## src/rtl/tfc_pkg.sv

```systemverilog
package tfc_pkg;
  typedef enum logic [2:0] {
    VW_PEEK   = 3'd0,
    VW_CTRL   = 3'd1,
    VW_EF_BLK = 3'd2,
    VW_EF_TRY = 3'd3,
    VW_SEM_B  = 3'd4,
    VW_SEM_T  = 3'd5,
    VW_RSV6   = 3'd6,
    VW_RSV7   = 3'd7
  } view_e;

  localparam int CTRL_DEPTH_LSB = 28;
  localparam int CTRL_OCC_LSB   = 18;
  localparam int CTRL_MODE_BIT  = 17;
  localparam int CTRL_T_BIT     = 16;
  localparam int CTRL_F_BIT     = 1;
  localparam int CTRL_E_BIT     = 0;
endpackage

```

## src/rtl/tfc_storage.sv

```systemverilog
module tfc_storage #(
  parameter int DW    = 32,
  parameter int DEPTH = 8,
  parameter int AW    = $clog2(DEPTH)
) (
  input  logic          clk,
  input  logic          rst_n,
  input  logic          we,
  input  logic [AW-1:0] waddr,
  input  logic [DW-1:0] wdata,
  input  logic [AW-1:0] raddr,
  output logic [DW-1:0] rdata
);
  logic [DW-1:0] mem [DEPTH];

  for (genvar i = 0; i < DEPTH; i++) begin : g_entry
    logic hit;
    assign hit = we && (waddr == AW'(i));
    always_ff @(posedge clk or negedge rst_n) begin
      if (!rst_n)   mem[i] <= '0;
      else if (hit) mem[i] <= wdata;
    end
  end

  assign rdata = mem[raddr];
endmodule

```

## src/rtl/tfc_waitlist.sv

```systemverilog
module tfc_waitlist #(
  parameter int NREQ = 4,
  parameter int IDW  = $clog2(NREQ)
) (
  input  logic            clk,
  input  logic            rst_n,
  input  logic            block_en,
  input  logic [IDW-1:0]  block_id,
  input  logic            release_en,
  output logic [NREQ-1:0] map_q,
  output logic            wake_q
);
  logic [NREQ-1:0] map_d;
  logic            wake_d;

  always_comb begin
    map_d  = map_q;
    wake_d = 1'b0;
    if (block_en) begin
      map_d[block_id] = 1'b1;
    end else if (release_en && (map_q != '0)) begin
      map_d  = '0;
      wake_d = 1'b1;
    end
  end

  always_ff @(posedge clk or negedge rst_n) begin
    if (!rst_n) begin
      map_q  <= '0;
      wake_q <= 1'b0;
    end else begin
      map_q  <= map_d;
      wake_q <= wake_d;
    end
  end

  assert_wake_clears_R6: assert property (@(posedge clk) disable iff (!rst_n)
    wake_q |-> (map_q == '0));
  assert_block_records_R4: assert property (@(posedge clk) disable iff (!rst_n)
    block_en |=> map_q[$past(block_id)]);
endmodule

```

## src/rtl/tfc_tag_ctrl.sv

```systemverilog
module tfc_tag_ctrl
  import tfc_pkg::*;
#(
  parameter int DW    = 32,
  parameter int DEPTH = 8,
  parameter int IDW   = 2,
  parameter int AW    = $clog2(DEPTH)
) (
  input  logic          clk,
  input  logic          rst_n,
  input  logic          rd_en,
  input  logic          wr_en,
  input  logic [2:0]    view,
  input  logic [DW-1:0] wr_data,
  input  logic [DW-1:0] mem_rdata,
  output logic          mem_we,
  output logic [AW-1:0] mem_waddr,
  output logic [AW-1:0] mem_raddr,
  output logic          block_go,
  output logic          ef_done,
  output logic          rsp_valid_q,
  output logic          rsp_blocked_q,
  output logic [DW-1:0] rsp_data_q
);
  localparam int OW = AW + 1;

  logic [AW-1:0] head_q, head_d;
  logic [OW-1:0] occ_q, occ_d;
  logic          e_q, e_d, f_q, f_d, t_q, t_d;
  logic          do_rd, do_wr, upd;
  logic [DW-1:0] rdat;
  logic [DW-1:0] ctrl_word;
  logic [OW-1:0] tail_sum;
  logic [OW-1:0] last_sum;

  assign do_rd    = rd_en;
  assign do_wr    = wr_en && !rd_en;
  assign upd      = rd_en || wr_en;
  assign tail_sum = {1'b0, head_q} + occ_q;
  assign last_sum = tail_sum - OW'(1);
  assign mem_raddr = head_q;

  always_comb begin
    ctrl_word = '0;
    ctrl_word[CTRL_DEPTH_LSB +: 4] = 4'(AW);
    ctrl_word[CTRL_OCC_LSB +: OW]  = occ_q;
    ctrl_word[CTRL_MODE_BIT]       = 1'b1;
    ctrl_word[CTRL_T_BIT]          = t_q;
    ctrl_word[CTRL_F_BIT]          = f_q;
    ctrl_word[CTRL_E_BIT]          = e_q;
  end

  always_comb begin
    head_d    = head_q;
    occ_d     = occ_q;
    e_d       = e_q;
    f_d       = f_q;
    t_d       = t_q;
    mem_we    = 1'b0;
    mem_waddr = tail_sum[AW-1:0];
    block_go  = 1'b0;
    ef_done   = 1'b0;
    rdat      = '0;
    case (view_e'(view))
      VW_PEEK: begin
        if (do_rd) rdat = mem_rdata;
        if (do_wr && (occ_q != '0)) begin
          mem_we    = 1'b1;
          mem_waddr = last_sum[AW-1:0];
        end
      end
      VW_CTRL: begin
        if (do_rd) rdat = ctrl_word;
        if (do_wr) begin
          t_d = wr_data[CTRL_T_BIT];
          f_d = wr_data[CTRL_F_BIT];
          e_d = wr_data[CTRL_E_BIT];
          if (wr_data[CTRL_E_BIT]) occ_d = '0;
        end
      end
      VW_EF_BLK, VW_EF_TRY: begin
        if (do_rd) begin
          f_d = 1'b0;
          if ((view_e'(view) == VW_EF_BLK) && e_q) begin
            block_go = 1'b1;
          end else begin
            ef_done = 1'b1;
            if (occ_q != '0) begin
              rdat   = mem_rdata;
              head_d = head_q + AW'(1);
              occ_d  = occ_q - OW'(1);
            end
            if (occ_d == '0) e_d = 1'b1;
          end
        end else if (do_wr) begin
          e_d = 1'b0;
          if ((view_e'(view) == VW_EF_BLK) && f_q) begin
            block_go = 1'b1;
          end else begin
            ef_done = 1'b1;
            if (occ_q < OW'(DEPTH)) begin
              mem_we = 1'b1;
              occ_d  = occ_q + OW'(1);
            end
            if (occ_d == OW'(DEPTH)) f_d = 1'b1;
          end
        end
      end
      default: rdat = '0;
    endcase
  end

  always_ff @(posedge clk or negedge rst_n) begin
    if (!rst_n) begin
      head_q <= '0;
      occ_q  <= '0;
      e_q    <= 1'b1;
      f_q    <= 1'b0;
      t_q    <= 1'b0;
    end else if (upd) begin
      head_q <= head_d;
      occ_q  <= occ_d;
      e_q    <= e_d;
      f_q    <= f_d;
      t_q    <= t_d;
    end
  end

  always_ff @(posedge clk or negedge rst_n) begin
    if (!rst_n) begin
      rsp_valid_q   <= 1'b0;
      rsp_blocked_q <= 1'b0;
      rsp_data_q    <= '0;
    end else begin
      rsp_valid_q   <= do_rd && !block_go;
      rsp_blocked_q <= block_go;
      if (do_rd) rsp_data_q <= rdat;
    end
  end

  assert_no_overflow_R2: assert property (@(posedge clk) disable iff (!rst_n)
    occ_q <= OW'(DEPTH));
  assert_pop_step_R3: assert property (@(posedge clk) disable iff (!rst_n)
    (ef_done && do_rd && occ_q != '0) |=> (occ_q == $past(occ_q) - OW'(1)));
  assert_blocked_read_holds_R4: assert property (@(posedge clk) disable iff (!rst_n)
    (block_go && do_rd) |=> ($stable(occ_q) && $stable(head_q) && !f_q));
  assert_peek_still_R9: assert property (@(posedge clk) disable iff (!rst_n)
    (do_rd && view == 3'd0) |=> ($stable(occ_q) && $stable(head_q) && $stable(e_q)));
  assert_sem_inert_R11: assert property (@(posedge clk) disable iff (!rst_n)
    (upd && view[2]) |=> ($stable(occ_q) && $stable(head_q) && $stable(e_q) && $stable(f_q)));
endmodule

```

## src/rtl/tagged_fifo_cell.sv

```systemverilog
module tagged_fifo_cell #(
  parameter int DW    = 32,
  parameter int DEPTH = 8,
  parameter int NREQ  = 4,
  parameter int IDW   = $clog2(NREQ)
) (
  input  logic            clk,
  input  logic            rst_n,
  input  logic            rd_en,
  input  logic            wr_en,
  input  logic [2:0]      view,
  input  logic [DW-1:0]   wr_data,
  input  logic [IDW-1:0]  req_id,
  output logic            rsp_valid,
  output logic            rsp_blocked,
  output logic [DW-1:0]   rsp_data,
  output logic [NREQ-1:0] blocked_map,
  output logic            wake
);
  localparam int AW = $clog2(DEPTH);

  logic          mem_we;
  logic [AW-1:0] mem_waddr, mem_raddr;
  logic [DW-1:0] mem_rdata;
  logic          block_go, ef_done;

  tfc_storage #(.DW(DW), .DEPTH(DEPTH), .AW(AW)) u_store (
    .clk(clk), .rst_n(rst_n), .we(mem_we), .waddr(mem_waddr),
    .wdata(wr_data), .raddr(mem_raddr), .rdata(mem_rdata)
  );

  tfc_tag_ctrl #(.DW(DW), .DEPTH(DEPTH), .IDW(IDW), .AW(AW)) u_ctrl (
    .clk(clk), .rst_n(rst_n), .rd_en(rd_en), .wr_en(wr_en), .view(view),
    .wr_data(wr_data), .mem_rdata(mem_rdata), .mem_we(mem_we),
    .mem_waddr(mem_waddr), .mem_raddr(mem_raddr), .block_go(block_go),
    .ef_done(ef_done), .rsp_valid_q(rsp_valid), .rsp_blocked_q(rsp_blocked),
    .rsp_data_q(rsp_data)
  );

  tfc_waitlist #(.NREQ(NREQ), .IDW(IDW)) u_wait (
    .clk(clk), .rst_n(rst_n), .block_en(block_go), .block_id(req_id),
    .release_en(ef_done), .map_q(blocked_map), .wake_q(wake)
  );

  assert_one_reply_R12: assert property (@(posedge clk) disable iff (!rst_n)
    !(rsp_valid && rsp_blocked));
endmodule

```

## config.mk

```make
export PLATFORM = sky130hd
export DESIGN_NAME = tagged_fifo_cell
export DESIGN_NICKNAME = d
export VERILOG_FILES = /design/src/rtl/tfc_pkg.sv /design/src/rtl/tfc_storage.sv /design/src/rtl/tfc_waitlist.sv /design/src/rtl/tfc_tag_ctrl.sv /design/src/rtl/tagged_fifo_cell.sv
export SDC_FILE = /design/constraint.sdc
export NUM_CORES = 1
export LEC_CHECK = 0
export ABC_CLOCK_PERIOD_IN_PS = 2800
export BUFFER_PORTS_ARGS = -buffer_cell sky130_fd_sc_hd__clkbuf_2
export CAP_MARGIN = 10
export CELL_PAD_IN_SITES_DETAIL_PLACEMENT = 0
export CELL_PAD_IN_SITES_GLOBAL_PLACEMENT = 2
export CORE_UTILIZATION = 41
export DETAILED_ROUTE_END_ITERATION = 6
export PLACE_DENSITY_LB_ADDON = 0.1
export SETUP_SLACK_MARGIN = 0.4
export SLEW_MARGIN = 20
export SYNTH_ARGS = -nofsm -noshare
export SYNTH_HDL_FRONTEND = slang
export SYNTH_HIERARCHICAL = 1
export SYNTH_SLANG_ARGS = --single-unit
```

## constraint.sdc

```tcl
create_clock -name clk -period 2.8 [get_ports clk]
set_input_delay 0.42 -clock clk [delete_from_list [all_inputs] [get_ports clk]]
set_output_delay 0.42 -clock clk [all_outputs]
set_load 0.03 [all_outputs]
```

* Yosys cells after proc, flatten, opt, wreduce, memory -nomap -nowiden
Cells that the tools add are included.
** Cells by class
- Muxes and demuxes :: 58
- Add/sub/neg operators :: 5
- Bitwise operators :: 3
- Reductions and logical operators :: 31
- $lt $le $gt $ge :: 4
- Equality and inequality tests :: 18
** Operators with widths (count)
- 32-bit 2-to-1 mux :: 4
- 32-bit binary-select mux with 3-bit select :: 1
- 32-bit case mux with 3 select lines :: 1
- 4-bit 2-to-1 mux :: 17
- 1-bit 2-to-1 mux :: 28
- 1-bit logical AND :: 15
- 3-bit by 2-bit equality test with 1-bit output, second input constant :: 4
- 3-bit equality test, second input constant :: 4
- 6-bit AND reduction :: 2
- 3-bit by 2-bit != test with 1-bit output, second input constant :: 3
- 4-bit case mux with 2 select lines :: 1
- 4-bit nonzero test :: 2
- 7-bit AND reduction :: 1
- 3-bit by 1-bit equality test with 1-bit output, second input constant :: 2
- 3-bit zero test :: 2
- 3-bit 2-to-1 mux :: 2
- 3-bit != test, second input constant :: 2
- 1-bit case mux with 2 select lines :: 3
- 5-bit AND reduction :: 1
- 4-bit by 1-bit adder with 4-bit output, second input constant :: 1
- 4-bit equality test, second input constant :: 1
- 4-bit greater-or-equal comparator, second input constant :: 1
- 4-bit zero test :: 1
- 4-bit less-than comparator, second input constant :: 1
- 17 further kinds :: 19
** Storage, ports and cells
- Input bits :: 41
- Output and inout bits :: 39
- Register bits :: 305
- Logic and storage cells :: 137

* Depth between registers and ports, before layout
- Word-level depth :: 12
- Mapped depth :: 12
- Gate-level depth less buffers :: 9

* Hierarchy
Netlist, hierarchy kept.
** By module, submodules not included
- tfc_storage :: cells each 665, instances 1, seq. area each 6406.1 µm², area an instance 11639.9 µm²
- tfc_tag_ctrl :: cells each 197, instances 1, seq. area each 1102.3 µm², area an instance 2220.9 µm²
- tfc_waitlist :: cells each 16, instances 1, seq. area each 125.1 µm², area an instance 211.5 µm²

* Least setup slack after synthesis
No wires, ideal clock.
- Kind :: flip-flop to flip-flop
- Start point :: register u_ctrl.occ_q[0]
- End point :: register u_store/mem[161] (netlist name)
- Arrival :: 2851 ps
- Cell stages (with the launch flop) :: 13
- Period minus slack after synthesis :: 2975 ps
- Library setup time :: 125 ps
- Data required time :: 2675 ps
- Buffers on the path :: 3
- Path slack :: -175 ps
- Cell sequence :: dfrtp_1 > inv_1 > ha_1 > nor3b_4 > or4_4 > nor2_4 > nand2_1 > xnor2_1 > buf_2 > nor4bb_1 > clkbuf_2 > buf_4 > mux2_2
** On the way
- Elaborated cells on any way between the ends :: 15
- Those cells by class :: add/sub (2); order compare (1); eq/ne (1); mux (8); reduce/logical (3)
** RTL lines
- start, declared :: line tfc_tag_ctrl.sv:28 : logic [OW-1:0] occ_q, occ_d;
- start signal, assigned :: line tfc_tag_ctrl.sv:116 : occ_q <= '0;
- start signal, assigned :: line tfc_tag_ctrl.sv:122 : occ_q <= occ_d;
- 3-bit adder / 4-bit nonzero test (equally long branches) :: line tfc_tag_ctrl.sv:39, tfc_tag_ctrl.sv:67
- 3-bit by 1-bit subtractor with 3-bit output / 1-bit logical AND (equally long branches) :: line tfc_tag_ctrl.sv:40, tfc_tag_ctrl.sv:67
- 3-bit 2-to-1 mux :: line tfc_tag_ctrl.sv:67 : if (do_wr && (occ_q != '0)) begin
- 3-bit 2-to-1 mux * :: line tfc_tag_ctrl.sv:64 : case (view_e'(view))
- net mem_waddr[2] :: line tagged_fifo_cell.sv:23 : logic [AW-1:0] mem_waddr, mem_raddr;
- 3-bit by 2-bit equality test with 1-bit output * :: line tfc_storage.sv:18 : assign hit = we && (waddr == AW'(i));
- 1-bit logical AND * :: line tfc_storage.sv:18
- end signal, assigned by index :: line tfc_storage.sv:21 : else if (hit) mem[i] <= wdata;
- end, declared :: line tfc_storage.sv:14 : logic [DW-1:0] mem [DEPTH];
The timed path passes the listed nets; every way through them passes the cells marked *.
A chain may end at the register's enable or synchronous reset.

* Worst setup path in the final report
- Start point :: register u_ctrl.occ_q[0]
- End point :: register u_store/mem[6] (netlist name)
** On the way
- Elaborated cells on any way between the ends :: 15
- Those cells by class :: add/sub (2); order compare (1); eq/ne (1); mux (8); reduce/logical (3)
** RTL lines (line)
- 3-bit adder / 4-bit nonzero test (equally long branches) :: tfc_tag_ctrl.sv:39, tfc_tag_ctrl.sv:67
- 3-bit by 1-bit subtractor with 3-bit output / 1-bit logical AND (equally long branches) :: tfc_tag_ctrl.sv:40, tfc_tag_ctrl.sv:67
- 3-bit 2-to-1 mux :: tfc_tag_ctrl.sv:67
- 3-bit 2-to-1 mux * :: tfc_tag_ctrl.sv:64
- net mem_waddr[1] :: tagged_fifo_cell.sv:23
- 3-bit equality test * :: tfc_storage.sv:18
- 1-bit logical AND * :: tfc_storage.sv:18
Marked as above.

==> results by group <==
Status
  • Run status: complete, but fails checks
  • Failing checks: setup timing

Placed design
  • Post-detail-place hpwl: 20.39 mm
  • DP Area: 15,370 um^2
  • Gpl congestion: 0.8033
  • PortBufs: 79

Timing
  • Slew Viols, Final: 0
  • Least-Margin Pin Slew: 0.7362 ns
  • Fin crit period: 2.914 ns
  • Fmax: 0.3432 GHz
  • Final Skew: 0.01421 ns
  • RSZ-0062 raised after global routing: yes
  • # setup viols final: 246
  • Setup ws final: -0.1139 ns
  • Setup TNS: -12.60 ns
  • Period utilisation layout: 1.041
  • Final hold vios: 0
  • Slew margin rel.: 0.5047

Floorplanning
  • Initial Utilization: 0.4186
  • Core area: 33,620 um^2
  • Die Span Y: 187.3 um
  • Die Wd: 187.3 um
  • Row Count: 67
  • I/O Pins: 80
  • Die area: 35,070 um^2

Cells and area
  • Fin nets: 1,087
  • Fin area: 18,430 um^2
  • Register area: 7641 um^2
  • Number of fill cells in the layout: 2,667
  • Share of layout cells above drive strength 1: 0.5531
  • Util after Layout: 0.5483
  • Multi-input logic area: 6845 um^2
  • Syn-to-layout area delta: 30.99%

Logic synthesis
  • Ranking of synthesized cells by area: dfrtp_1, mux2_2, mux4_1
  • Syn nets: 925
  • Synth area leader: dfrtp_1
  • Flops & latches, synth: 305
  • Synth Cell Area: 14,070 um^2
  • Synth unique cells: 68
  • Synth async-reset ratio: 1.000
  • Ys flop type: dfrtp_1
  • Cells after Synth: 878
  • YS warnings: 6
  • Synth Area per Inst: 16.03 um^2
  • Top cell type's share of synthesized area: 0.5406
  • Post-synthesis sequential area ratio: 0.5425
  • Most frequent cell after synthesis: dfrtp_1
  • Commonest cells post-synth: dfrtp_1, mux2_2, mux4_1
  • Number of enable flip-flop cells after synthesis: 0

Worst setup path
  • Worst setup EP type: flip-flop
  • Worst path slowest cell: or4_4
  • Crit start category: flip-flop
  • Critical path data required time: 3.19 ns
  • Critical Path, Cell by Cell: inv_2, ha_4, nor3b_4, or4_4, nor2_4, mux2i_2, buf_6, buf_6, nand4_1, buf_6, buf_6, buf_16, mux2_2
  • Buf/Inv on CP: 6
  • Top delay family on crit path: simple AND/OR/NAND/NOR gates
  • R2R Setup Slk: -0.11 ns
  • Crit path max fanout: 6
  • Kind of critical path: flip-flop to flip-flop
  • Crit path DAT: 3.31 ns
  • Most frequent CP cell: buf_6
  • CP max stage delay: 0.43 ns

Pwr
  • Pwr/cell area: 977.9 nW/um^2
  • LEAKAGE: 9.016 nW
  • VDD IR max: 0.4726 mV

Route
  • Vias per cell: 5.604
  • TritonRoute pass-1 iters: 5
  • Routed vias: 8,484
  • DRT iter0 DRCs: 442
  • WL final: 38.45 mm
  • Remaining antenna violation count: 0
  • DR WL/cell: 25.40 um
  • DRC viols: 0

Global routing
  • Largest net degree at the start of global routing: 69
  • Tot GR Track Use: 0.2152
  • Vias in the first global route: 9,378
  • Global-route wire length before repair: 58.04 mm
  • GRT overflow: 0
  • Initial antenna violation count: 1

CTS
  • CTS tree: done
  • Clk buf depth: 3
  • CTS buffer count: 36
  • Clk root buf: clkbuf_16
  • TritonCTS sink count: 305
  • Clock Latency Late Sink: 0.52 ns
  • Clock-pin slew on the worst setup and hold paths: 0.06 ns
  • Htree depth: 2

Flow run
  • Max-Cap Viols: 0

Min path
  • Hold crit path type: primary input to flip-flop
## cell usage in the layout, fill, tap and decap left out, types with 8 or more instances in the layout
cell,n
clkbuf_8,8
buf_16,15
clkbuf_16,50
buf_4,30
mux2_2,98
clkbuf_2,78
buf_6,18
mux2_4,192
mux4_2,24
mux4_1,40
buf_12,28
dfrtp_1,300
a22o_1,22
## layout make-up
cell class / count / area share
flip-flops and latches: 305 / 0.4145
multi-input cells: 502 / 0.3714
repair buffers: 187 / 0.1181
clock buffers: 53 / 0.05899
well taps: 448 / 0.03041
clock inverters: 10 / 0.004819
inverters: 8 / 0.001629
diodes: 1 / 0.0001358
## metal layers
layer	routed length (um)	GRT usage	vias up
met3	1241	0.03283	43
met2	18920	0.3606	138
met5	0	0	-
li1	-	-	3684
met1	17540	0.2904	4619
met4	745	0.06053	0
## report_power, final
part | leakage, nW | switching, mW | internal, mW
clock | 0.583 | 1.82 | 2.78
combinational | 4.35 | 2.62 | 3.92
sequential | 4.09 | 0.866 | 6.01
total | 9.02 | 5.31 | 12.7
## worst paths after layout
path	startpoint	endpoint	cells past startpoint
hold reg to reg	u_ctrl/rsp_data_q[17]$_DFFE_PN0P_	u_ctrl/rsp_data_q[17]$_DFFE_PN0P_	1
max in group asynchronous	rst_n	u_store/mem[38]$_DFFE_PN0P_	3
setup / recovery	u_ctrl/occ_q[0]$_DFFE_PN0P_	u_store/mem[6]$_DFFE_PN0P_	13
setup reg to reg	u_ctrl/occ_q[0]$_DFFE_PN0P_	u_store/mem[6]$_DFFE_PN0P_	13
hold / removal	req_id[1]	u_wait/map_q[0]$_DFFE_PN0P_	3
min in group asynchronous	rst_n	u_wait/map_q[2]$_DFFE_PN0P_	2
## flip-flops by register name (all words and copies together) (netlist names)
name,count
u_wait/wake_q,1
u_ctrl/rsp_data_q,32
u_store/mem,256
u_ctrl/f_q,1
u_ctrl/e_q,1
u_ctrl/t_q,1
u_ctrl/mem_raddr,3
u_wait/map_q,4
u_ctrl/occ_q,4
u_ctrl/rsp_valid_q,1
u_ctrl/rsp_blocked_q,1
## worst reg2reg max path: stages (launching register included)
cell     delay, ns
dfrtp_2       0.39
inv_2         0.06
ha_4          0.15
nor3b_4       0.14
or4_4         0.43
nor2_4        0.18
mux2i_2       0.28
buf_6         0.19
buf_6         0.12
nand4_1       0.14
buf_6         0.21
buf_6         0.13
buf_16        0.13
mux2_2        0.26
## metrics by stage
| step | cells | hold slack, ns | power [mW] | setup WS (ns) |
|---|---|---|---|---|
| after floorplan | 878 | 0.1244 | 10.83 | 0.01067 |
| after global placement | 1397 | 0.4292 | 12.14 | -0.1152 |
| after detailed placement | 1397 | 0.4302 | 12.45 | -0.1557 |
| after CTS | 1497 | 0.2379 | 17.72 | -0.1031 |
| after global routing | 1513 | 0.2651 | 18.96 | -0.2186 |
| final | 1514 | 0.2586 | 18.03 | -0.1139 |
## timing repair
item / 4_1_cts / 5_1_grt
pin swaps: 3 / 0
hold endpoints to repair: 61 / 0
setup endpoints to repair: 281 / 281
gates resized for setup: 172 / 88
hold buffers: 1 / 0
gates cloned: 16 / 13
setup buffers: 20 / 3
## kinds of logic after synthesis
| logic type | Yosys count | share of synthesized area |
|---|---|---|
| mux | 356 | 0.3466 |
| xor+xnor | 6 | 0.003734 |
| compound gates | 73 | 0.04188 |
| simple gates | 61 | 0.02988 |
| flops | 305 | 0.5425 |
| buf+inv | 71 | 0.02961 |
| fa+ha+maj | 6 | 0.005868 |
(Power assumes the default switching activity.)
